## config.mk

```make
export PLATFORM = sky130hd
export DESIGN_NAME = bitblt_engine
export DESIGN_NICKNAME = d
export VERILOG_FILES = /design/src/rtl/bitblt_pkg.sv /design/src/rtl/bitblt_dp.sv /design/src/rtl/bitblt_ctrl.sv /design/src/rtl/bitblt_engine.sv
export SDC_FILE = /design/constraint.sdc
export NUM_CORES = 1
export LEC_CHECK = 0
export BUFFER_PORTS_ARGS = -buffer_cell sky130_fd_sc_hd__buf_2
export CORE_UTILIZATION = 56
export CTS_BUF_LIST = sky130_fd_sc_hd__clkbuf_4
export CTS_CLUSTER_SIZE = 14
export DETAILED_ROUTE_END_ITERATION = 7
export PLACE_DENSITY = 0.77
export SETUP_SLACK_MARGIN = 0.05
export SKIP_CTS_REPAIR_TIMING = 1
export SYNTH_ARGS = -nofsm -noshare
export SYNTH_HDL_FRONTEND = slang
export SYNTH_SLANG_ARGS = --single-unit
```

## constraint.sdc

```tcl
create_clock -name clk -period 11.1 [get_ports clk]
set_input_delay 1.665 -clock clk [delete_from_list [all_inputs] [get_ports clk]]
set_output_delay 1.665 -clock clk [all_outputs]
set_load 0.005 [all_outputs]
```

## src/rtl/bitblt_pkg.sv

```systemverilog
package bitblt_pkg;

  typedef enum logic [1:0] {
    OP_COPY = 2'b00,
    OP_AND  = 2'b01,
    OP_OR   = 2'b10,
    OP_XOR  = 2'b11
  } blitOp_e;

  typedef enum logic [1:0] {
    SEL_SRC0 = 2'd0,
    SEL_SRC1 = 2'd1,
    SEL_DST  = 2'd2
  } memSel_e;

  typedef struct packed {
    logic    load;
    logic    capSrc0;
    logic    capSrc1;
    logic    capDst;
    logic    stepCol;
    logic    stepRow;
    memSel_e sel;
  } dpCtrl_t;

endpackage

```

## src/rtl/bitblt_dp.sv

```systemverilog
module bitblt_dp
  import bitblt_pkg::*;
#(
  parameter int ADDR_W = 20,
  parameter int DIM_W  = 12,
  parameter int WORD_W = 16
) (
  input  logic                       clk,
  input  logic                       rst,
  input  dpCtrl_t                    ctl,
  input  logic [ADDR_W-1:0]          srcBaseIn,
  input  logic [ADDR_W-1:0]          dstBaseIn,
  input  logic [DIM_W-1:0]           widthIn,
  input  logic [DIM_W-1:0]           heightIn,
  input  logic [ADDR_W-1:0]          pitchIn,
  input  logic [1:0]                 opIn,
  input  logic [WORD_W-1:0]          memRdata,
  output logic [ADDR_W-$clog2(WORD_W)-1:0] memAddr,
  output logic [WORD_W-1:0]          memWdata,
  output logic                       needSrc1,
  output logic                       rowDone,
  output logic                       lastRow,
  output logic                       sizeZero
);

  localparam int OFF_W   = $clog2(WORD_W);
  localparam int WADDR_W = ADDR_W - OFF_W;
  localparam int CNT_W   = OFF_W + 1;

  logic [ADDR_W-1:0] srcRow, dstRow, pitchReg;
  logic [DIM_W-1:0]  widthReg, heightReg, colIdx, rowIdx;
  blitOp_e           opReg;
  logic [WORD_W-1:0] srcLo, srcHi, dstWord;

  logic [ADDR_W-1:0] curSrc, curDst;
  logic [OFF_W-1:0]  srcOff, dstOff;
  logic [CNT_W-1:0]  room, chunk;
  logic [DIM_W-1:0]  left;
  logic [CNT_W:0]    srcEnd;
  logic [2*WORD_W-1:0] pair, shifted;
  logic [WORD_W-1:0] aligned, onesN, mask, opRes;
  logic [WADDR_W-1:0] srcWordAddr;

  assign curSrc = srcRow + ADDR_W'(colIdx);
  assign curDst = dstRow + ADDR_W'(colIdx);
  assign srcOff = curSrc[OFF_W-1:0];
  assign dstOff = curDst[OFF_W-1:0];
  assign room   = CNT_W'(WORD_W) - CNT_W'(dstOff);
  assign left   = widthReg - colIdx;
  assign chunk  = (left < DIM_W'(room)) ? CNT_W'(left) : room;
  assign srcEnd = (CNT_W+1)'(srcOff) + (CNT_W+1)'(chunk);

  assign needSrc1 = srcEnd > (CNT_W+1)'(WORD_W);
  assign rowDone  = (colIdx + DIM_W'(chunk)) == widthReg;
  assign lastRow  = (rowIdx + DIM_W'(1)) == heightReg;
  assign sizeZero = (widthIn == '0) || (heightIn == '0);

  // gather source bits into destination alignment
  assign pair    = {srcHi, srcLo};
  assign shifted = pair >> srcOff;
  assign aligned = shifted[WORD_W-1:0] << dstOff;
  assign onesN   = {WORD_W{1'b1}} >> (CNT_W'(WORD_W) - chunk);
  assign mask    = onesN << dstOff;

  always_comb begin
    unique case (opReg)
      OP_COPY: opRes = aligned;
      OP_AND:  opRes = aligned & dstWord;
      OP_OR:   opRes = aligned | dstWord;
      default: opRes = aligned ^ dstWord;
    endcase
  end

  assign memWdata    = (dstWord & ~mask) | (opRes & mask);
  assign srcWordAddr = curSrc[ADDR_W-1:OFF_W];

  always_comb begin
    unique case (ctl.sel)
      SEL_SRC0: memAddr = srcWordAddr;
      SEL_SRC1: memAddr = srcWordAddr + WADDR_W'(1);
      default:  memAddr = curDst[ADDR_W-1:OFF_W];
    endcase
  end

  always_ff @(posedge clk) begin
    if (rst) begin
      srcRow <= '0; dstRow <= '0; pitchReg <= '0;
      widthReg <= '0; heightReg <= '0; colIdx <= '0; rowIdx <= '0;
      opReg <= OP_COPY; srcLo <= '0; srcHi <= '0; dstWord <= '0;
    end else begin
      if (ctl.load) begin
        srcRow    <= srcBaseIn;
        dstRow    <= dstBaseIn;
        pitchReg  <= pitchIn;
        widthReg  <= widthIn;
        heightReg <= heightIn;
        opReg     <= blitOp_e'(opIn);
        colIdx    <= '0;
        rowIdx    <= '0;
      end
      if (ctl.capSrc0) srcLo <= memRdata;
      if (ctl.capSrc1) srcHi <= memRdata;
      if (ctl.capDst)  dstWord <= memRdata;
      if (ctl.stepCol) colIdx <= colIdx + DIM_W'(chunk);
      if (ctl.stepRow) begin
        colIdx <= '0;
        rowIdx <= rowIdx + DIM_W'(1);
        srcRow <= srcRow + pitchReg;
        dstRow <= dstRow + pitchReg;
      end
    end
  end

  // a merged word never reaches past the end of its memory word
  assert_chunk_in_word_R6: assert property (@(posedge clk) disable iff (rst)
    (ctl.stepCol || ctl.stepRow) |-> ((CNT_W+1)'(dstOff) + (CNT_W+1)'(chunk) <= (CNT_W+1)'(WORD_W)));

  // the walk stays inside the loaded rectangle
  assert_walk_in_rect_R1: assert property (@(posedge clk) disable iff (rst)
    (widthReg != '0 && heightReg != '0) |-> (colIdx < widthReg && rowIdx < heightReg));

endmodule

```

## src/rtl/bitblt_ctrl.sv

```systemverilog
module bitblt_ctrl
  import bitblt_pkg::*;
(
  input  logic    clk,
  input  logic    rst,
  input  logic    start,
  input  logic    memAck,
  input  logic    needSrc1,
  input  logic    rowDone,
  input  logic    lastRow,
  input  logic    sizeZero,
  output dpCtrl_t ctl,
  output logic    memReq,
  output logic    memWe,
  output logic    busy,
  output logic    done
);

  typedef enum logic [2:0] {IDLE, RDS0, RDS1, RDD, WRD, FIN} state_e;
  state_e state, nextState;

  assign memReq = (state == RDS0) || (state == RDS1) || (state == RDD) || (state == WRD);
  assign memWe  = (state == WRD);
  assign busy   = (state != IDLE);
  assign done   = (state == FIN);

  always_comb begin
    ctl       = '0;
    ctl.sel   = SEL_DST;
    nextState = state;
    unique case (state)
      IDLE: if (start) begin
        ctl.load  = 1'b1;
        nextState = sizeZero ? FIN : RDS0;
      end
      RDS0: begin
        ctl.sel     = SEL_SRC0;
        ctl.capSrc0 = memAck;
        if (memAck) nextState = needSrc1 ? RDS1 : RDD;
      end
      RDS1: begin
        ctl.sel     = SEL_SRC1;
        ctl.capSrc1 = memAck;
        if (memAck) nextState = RDD;
      end
      RDD: begin
        ctl.capDst = memAck;
        if (memAck) nextState = WRD;
      end
      WRD: if (memAck) begin
        if (rowDone && lastRow) nextState = FIN;
        else begin
          ctl.stepRow = rowDone;
          ctl.stepCol = !rowDone;
          nextState   = RDS0;
        end
      end
      default: nextState = IDLE;
    endcase
  end

  always_ff @(posedge clk) begin
    if (rst) state <= IDLE;
    else     state <= nextState;
  end

  // completion is entered only from the last write or a zero-size start
  assert_done_source_R9: assert property (@(posedge clk) disable iff (rst)
    (state == FIN) |-> ($past(state) == WRD || $past(state) == IDLE));

  assert_done_single_R9: assert property (@(posedge clk) disable iff (rst)
    done |=> !done);

endmodule

```

## src/rtl/bitblt_engine.sv

```systemverilog
module bitblt_engine
  import bitblt_pkg::*;
#(
  parameter int ADDR_W = 20,
  parameter int DIM_W  = 12,
  parameter int WORD_W = 16,
  localparam int WADDR_W = ADDR_W - $clog2(WORD_W)
) (
  input  logic               clk,
  input  logic               rst,
  input  logic               start,
  input  logic [ADDR_W-1:0]  srcBase,
  input  logic [ADDR_W-1:0]  dstBase,
  input  logic [DIM_W-1:0]   blitWidth,
  input  logic [DIM_W-1:0]   blitHeight,
  input  logic [ADDR_W-1:0]  pitch,
  input  logic [1:0]         opSel,
  output logic               memReq,
  output logic               memWe,
  output logic [WADDR_W-1:0] memAddr,
  output logic [WORD_W-1:0]  memWdata,
  input  logic               memAck,
  input  logic [WORD_W-1:0]  memRdata,
  output logic               busy,
  output logic               done
);

  dpCtrl_t ctl;
  logic needSrc1, rowDone, lastRow, sizeZero;

  bitblt_ctrl u_ctrl (
    .clk(clk), .rst(rst), .start(start), .memAck(memAck),
    .needSrc1(needSrc1), .rowDone(rowDone), .lastRow(lastRow), .sizeZero(sizeZero),
    .ctl(ctl), .memReq(memReq), .memWe(memWe), .busy(busy), .done(done)
  );

  bitblt_dp #(.ADDR_W(ADDR_W), .DIM_W(DIM_W), .WORD_W(WORD_W)) u_dp (
    .clk(clk), .rst(rst), .ctl(ctl),
    .srcBaseIn(srcBase), .dstBaseIn(dstBase), .widthIn(blitWidth), .heightIn(blitHeight),
    .pitchIn(pitch), .opIn(opSel), .memRdata(memRdata),
    .memAddr(memAddr), .memWdata(memWdata),
    .needSrc1(needSrc1), .rowDone(rowDone), .lastRow(lastRow), .sizeZero(sizeZero)
  );

  assert_req_hold_R8: assert property (@(posedge clk) disable iff (rst)
    (memReq && !memAck) |=> (memReq && $stable(memAddr) && $stable(memWe)));

  assert_idle_quiet_R8: assert property (@(posedge clk) disable iff (rst)
    !busy |-> !memReq);

  assert_zero_size_R7: assert property (@(posedge clk) disable iff (rst)
    (start && !busy && (blitWidth == '0 || blitHeight == '0)) |=> (done && !memReq));

endmodule

```

# After elaboration in Yosys (flattened, before gate mapping)

Cells that the tools add are included.

Register bits after elaboration: 161
Bits of input ports: 106
Output and inout bits: 36
Logic and storage cells: 95

Bitwise logic cells: 7
Equal/unequal tests: 15
Muxes and demuxes: 28
$add $sub $neg: 11
Magnitude comparators: 2
Shifts and indexed selects: 4
Reduce and logical (&&, ||, !) cells: 16

Operators with widths:

| kind                                              | number |
|---|---|
| 2-to-1 mux 20 bit                                 | 4 |
| bitwise AND 16 bit                                | 3 |
| case mux 16 bit (3 select lines)                  | 1 |
| adder 20 x 12 -> 20 bit                           | 2 |
| adder 20 bit                                      | 2 |
| 2-to-1 mux 12 bit                                 | 3 |
| bitwise OR 16 bit                                 | 2 |
| case mux 16 bit (2 select lines)                  | 1 |
| << shifter 16 x 4 -> 16 bit                       | 2 |
| >> shifter 32 x 4 -> 16 bit                       | 1 |
| == test 12 bit                                    | 2 |
| zero test 12 bit                                  | 2 |
| 2-to-1 mux 3 bit                                  | 7 |
| adder 16 x 1 -> 16 bit, second input constant     | 1 |
| NOT 16 bit                                        | 1 |
| >> shifter 16 x 5 -> 16 bit, first input constant | 1 |
| bitwise XOR 16 bit                                | 1 |
| case mux 3 bit (5 select lines)                   | 1 |
| adder 12 x 1 -> 12 bit, second input constant     | 1 |
| adder 12 x 5 -> 12 bit                            | 1 |
| less-than comparator 12 x 5 -> 1 bit              | 1 |
| subtractor 12 bit                                 | 1 |
| != test 2 bit, second input constant              | 4 |
| adder 4 x 5 -> 6 bit                              | 1 |
| 22 further kinds                                  | 37 |

# Longest topological paths before layout

Depth in word-level cells: 11
Depth in mapped cells: 33
Gate-level depth less buffers: 29

# By module

Synthesis repeated with hierarchy kept, for this count alone.

Cells, all modules: 1,859
Area total of the unflattened synthesis: 15,363.5 um^2

Modules (own cells, without submodules):

| module      | times used | cells each | area each (um^2) |
|---|---|---|---|
| bitblt_dp   | 1          | 1,822      | 15,035.7 |
| bitblt_ctrl | 1          | 37         | 327.8 |

# Least setup slack after synthesis

OpenSTA, ideal clock, no wires.

Kind: reg2out
Start point: reg u_dp.colIdx[0]
End point: out memWdata[7]
Data arrival time: 6.806 ns
Slack: 2.629 ns
Buffers on the path: 3
Cell stages (with the launch flop): 29
Data required time: 9.435 ns
Cells stage by stage: dfxtp_1 > ha_1 > fa_1 > clkinv_1 > buf_2 > clkbuf_1 > ha_1 > xnor2_1 > inv_1 > ha_1 > a21oi_1 > o21ai_0 > a311o_1 > a2111oi_1 > or4b_4 > nor3_4 > o21ai_0 > inv_1 > ha_1 > inv_1 > ha_1 > buf_1 > nor3_1 > a21oi_1 > inv_1 > a21oi_1 > o22ai_2 > or4_1 > nand3_1

Cells in the longest elaborated chain, start to end: 10

Ends and longest elaborated chain:

| element                              | RTL line            | source |
|---|---|---|
| from (decl)                          | bitblt_dp.sv:31     | `logic [DIM_W-1:0] widthReg, heightReg, colIdx, rowIdx;` |
| from (signal assigned)               | bitblt_dp.sv:104    | `if (ctl.stepCol) colIdx <= colIdx + DIM_W'(chunk);` |
| adder 20 x 12 -> 20 bit              | bitblt_dp.sv:45     | `assign curDst = dstRow + ADDR_W'(colIdx);` |
| subtractor 5 x 4 -> 5 bit            | bitblt_dp.sv:48     | `assign room = CNT_W'(WORD_W) - CNT_W'(dstOff);` |
| less-than comparator 12 x 5 -> 1 bit | bitblt_dp.sv:50     | `assign chunk = (left < DIM_W'(room)) ? CNT_W'(left) : room;` |
| 2-to-1 mux 5 bit                     | bitblt_dp.sv:50     |  |
| subtractor 5 bit                     | bitblt_dp.sv:62     | `assign onesN = {WORD_W{1'b1}} >> (CNT_W'(WORD_W) - chunk);` |
| >> shifter 16 x 5 -> 16 bit          | bitblt_dp.sv:62     |  |
| << shifter 16 x 4 -> 16 bit          | bitblt_dp.sv:63     | `assign mask = onesN << dstOff;` |
| NOT 16 bit                           | bitblt_dp.sv:74     | `assign memWdata = (dstWord & ~mask) \| (opRes & mask);` |
| bitwise AND 16 bit                   | bitblt_dp.sv:74     |  |
| bitwise OR 16 bit (*)                | bitblt_dp.sv:74     |  |
| to (decl)                            | bitblt_engine.sv:21 | `output logic [WORD_W-1:0] memWdata,` |

Every way passes the cells marked *; elsewhere a longest branch is shown, timed or not.

# Worst setup path after layout

Start point: reg u_dp.colIdx[0]
End point: out memWdata[15]

Same word-level chain as after synthesis.

==> run summary <==
WL/cell: 18.02 um
EDFF count, synth: 0
Crit path DAT: 8370 ps
CTS Buf Count: 17
Clk pin slew, worst setup/hold paths: 130 ps
Detail Placement HPWL: 33660 um
Max incr delay on CP: 530 ps
Placed inst area: 16200 um2
Post-Syn Area: 15320 um2
Initial antenna violation count: 2
Num ports: 142
Hold crit path type: reg2reg
Critical Path End: memWdata[15]
CTS tree: yes
Slew Viols, Final: 0
First-pass GRT wire length: 71970 um
Post-synthesis register bit count: 160
Buf/Inv on CP: 8
Critical path depth in cells: 28
Area grow syn2layout: 7.334%
Post-synthesis sequential area ratio: 0.2091
CP Data Required Time: 9440 ps
Most used cell, CP: ha_1
Root Buffer: clkbuf_4
Die W: 167.4 um
Commonest cells in the netlist: nand2_1 (331), a21oi_1 (206), dfxtp_1 (160)
RSZ-0062 raised after global routing: false
Worst r2r src: u_dp.colIdx[0]
Routed Antenna Nets: 0
Synth Net Count: 2265
Share of cells above drive strength 1: 0.1286
Post-Synthesis Cells: 2027
Fin crit period: 10040 ps
Max VDD drop: 0.08368 mV
R2R setup slack: 2060 ps
Design Area, Final: 16440 um2
Final Hold Fails: 0
Synth area leader: dfxtp_1
Syn. warnings: 0
Die area: 28020 um2
Critical Path Start: u_dp.colIdx[0]
Synth Flop Type: dfxtp_1
Worst Setup Start Kind: register
Ys async rst share: 0
Hold WS: 468.9 ps
Yosys top cell area share: 0.2091
Row count: 60
Setup Crit Path Kind: reg2out
Post-Route WL: 44170 um
Clk_lat worst skew: 630 ps
Max Cap Viol: 0
Worst Skew: 42.60 ps
Drt drc: 0
Vias in the first global route: 14160
Crit path max-delay family: compound AO/OA/AOI/OAI gates
Number of setup violations in the final report: 0
Overflow after GRT: 0
Result of the run: complete, no violations
Power density over the cells: 129.6 nW/um2
Mean post-synth cell area: 7.558 um2
RePlAce Congestion: 0.9600
Leak: 6.883 nW
Tot GR Track Use: 0.3157
Setup TNS: 0 ps
Most frequent cell after synthesis: nand2_1
Crit. End Element: primary output
CTS HTree Levels: 4
Final core occ: 0.6118
Slowest CP cell: or4b_4
Initial Util: 0.5700
Largest net degree at the start of global routing: 89
DR vias: 15280
Yosys cell types: 90
Final clock period utilization by the worst path: 0.9044
1st-iter DRT viols: 1406
F_max: 99.61 MHz
Port Buffer Count: 141
DR pass1 iterations: 6
Core box area: 26880 um2
Post-layout net count: 2334
Worst reg2reg endpoint: u_dp.colIdx[2]
Vias per cell: 6.235
Crit Path Max Fanout: 31
Ranking of synthesized cells by area: dfxtp_1 (21%), ha_1 (10%), nand2_1 (8.1%), a21oi_1 (6.7%), mux2i_1 (6.1%)
Die Height: 167.4 um
FILL cells: 2446
Reg2reg path depth: 28
Clk sinks: 160
Clock Tree Buf Depth: 2
Measured slew at the worst slew-check pin: 1214 ps
Normalized max-slew margin: 0.1890
[kinds of logic (layout without fill, tap and decap cells)]
logic type,Yosys count,in the layout,synth area share
flops,160,160,0.2091
buf+inv,215,296,0.05431
mux,136,136,0.1119
xor+xnor,116,116,0.06632
compound gates,527,527,0.2239
other cells,0,2,0
fa+ha+maj,134,134,0.1125
simple gates,739,739,0.2219
[worst register-to-register path: cells and delay by family (launching register included)]
kind,cells,cell delay [ps]
AO/OA/AOI/OAI,9,2320
flip-flops,1,380
adder cells (fa/ha/maj),5,1700
buffers and inverters,5,1160
AND/OR/NAND/NOR,7,2960
XOR/XNOR,2,420
[worst min-delay path by stage]
| stage | startpoint | end | slack, ps | cells past startpoint |
|---|---|---|---|---|
| 3_5_place_dp | u_dp.srcLo[0] | u_dp.srcLo[0] | 460 | 2 |
| 5_1_grt | u_dp.heightReg[6] | u_dp.heightReg[6] | 490 | 2 |
| 6_report | u_dp.srcLo[0] | u_dp.srcLo[0] | 470 | 2 |
| 4_1_cts | u_dp.srcLo[0] | u_dp.srcLo[0] | 470 | 2 |
| 2_1_floorplan | u_dp.srcHi[14] | u_dp.srcHi[14] | 430 | 2 |
| 3_3_place_gp | u_dp.srcLo[0] | u_dp.srcLo[0] | 440 | 2 |
[cell usage in the layout, fill, tap and decap left out, drive strengths merged, types with 26 or more instances in the layout]
master	netlist	routed
buf	20	162
nand2	331	331
dfxtp	160	160
nor3	50	50
nand3	48	48
mux2i	94	94
xnor2	77	77
o21ai	81	81
a21oi	209	209
ha	125	125
a21o	26	26
xor2	39	39
nor2	150	150
inv	102	103
mux4	26	26
[power breakdown]
group | internal [mW] | leakage (nW) | switching, mW
registers | 0.618 | 1.30 | 0.0575
clock network | 0.112 | 0.133 | 0.224
logic | 0.444 | 5.45 | 0.675
[layout make-up]
cell class | instances | area, um2 | share of cell area
Clock inverter | 12 | 95.09 | 0.005783
Tap cell | 341 | 426.7 | 0.02595
Inverter | 103 | 386.6 | 0.02351
Clock buffer | 19 | 142.6 | 0.008674
Sequential cell | 160 | 3203 | 0.1948
Multi-Input combinational cell | 1652 | 11320 | 0.6883
Antenna cell | 2 | 5.005 | 0.0003044
Timing Repair Buffer | 162 | 865.8 | 0.05266
[sequential cells by signal, summed over array words and instances, names as in the netlist]
register        count
u_dp.dstRow        20
u_dp.srcHi         15
u_dp.opReg          2
u_dp.widthReg      12
u_dp.colIdx        12
u_dp.dstWord       16
u_dp.rowIdx        12
u_ctrl.state        3
u_dp.srcRow        20
u_dp.pitchReg      20
u_dp.heightReg     12
u_dp.srcLo         16
[layer usage]
metal / vias to the layer above / GRT usage / routed length (um)
li1: 7461 / - / -
met1: 7272 / 0.4308 / 20220
met2: 487 / 0.5192 / 20350
met3: 61 / 0.04349 / 2670
met4: 0 / 0.08815 / 936
met5: - / 0 / 0
[metrics by stage]
stage	power (mW)	setup slack, ps	std cells
after CTS	2.115	1122	2449
final	2.131	1061	2451
after global routing	2.272	453.0	2451
after global placement	1.768	1898	2418
after detailed placement	1.786	1796	2418
after floorplan	1.510	2629	2027
Power figures use the tool's default switching activity.
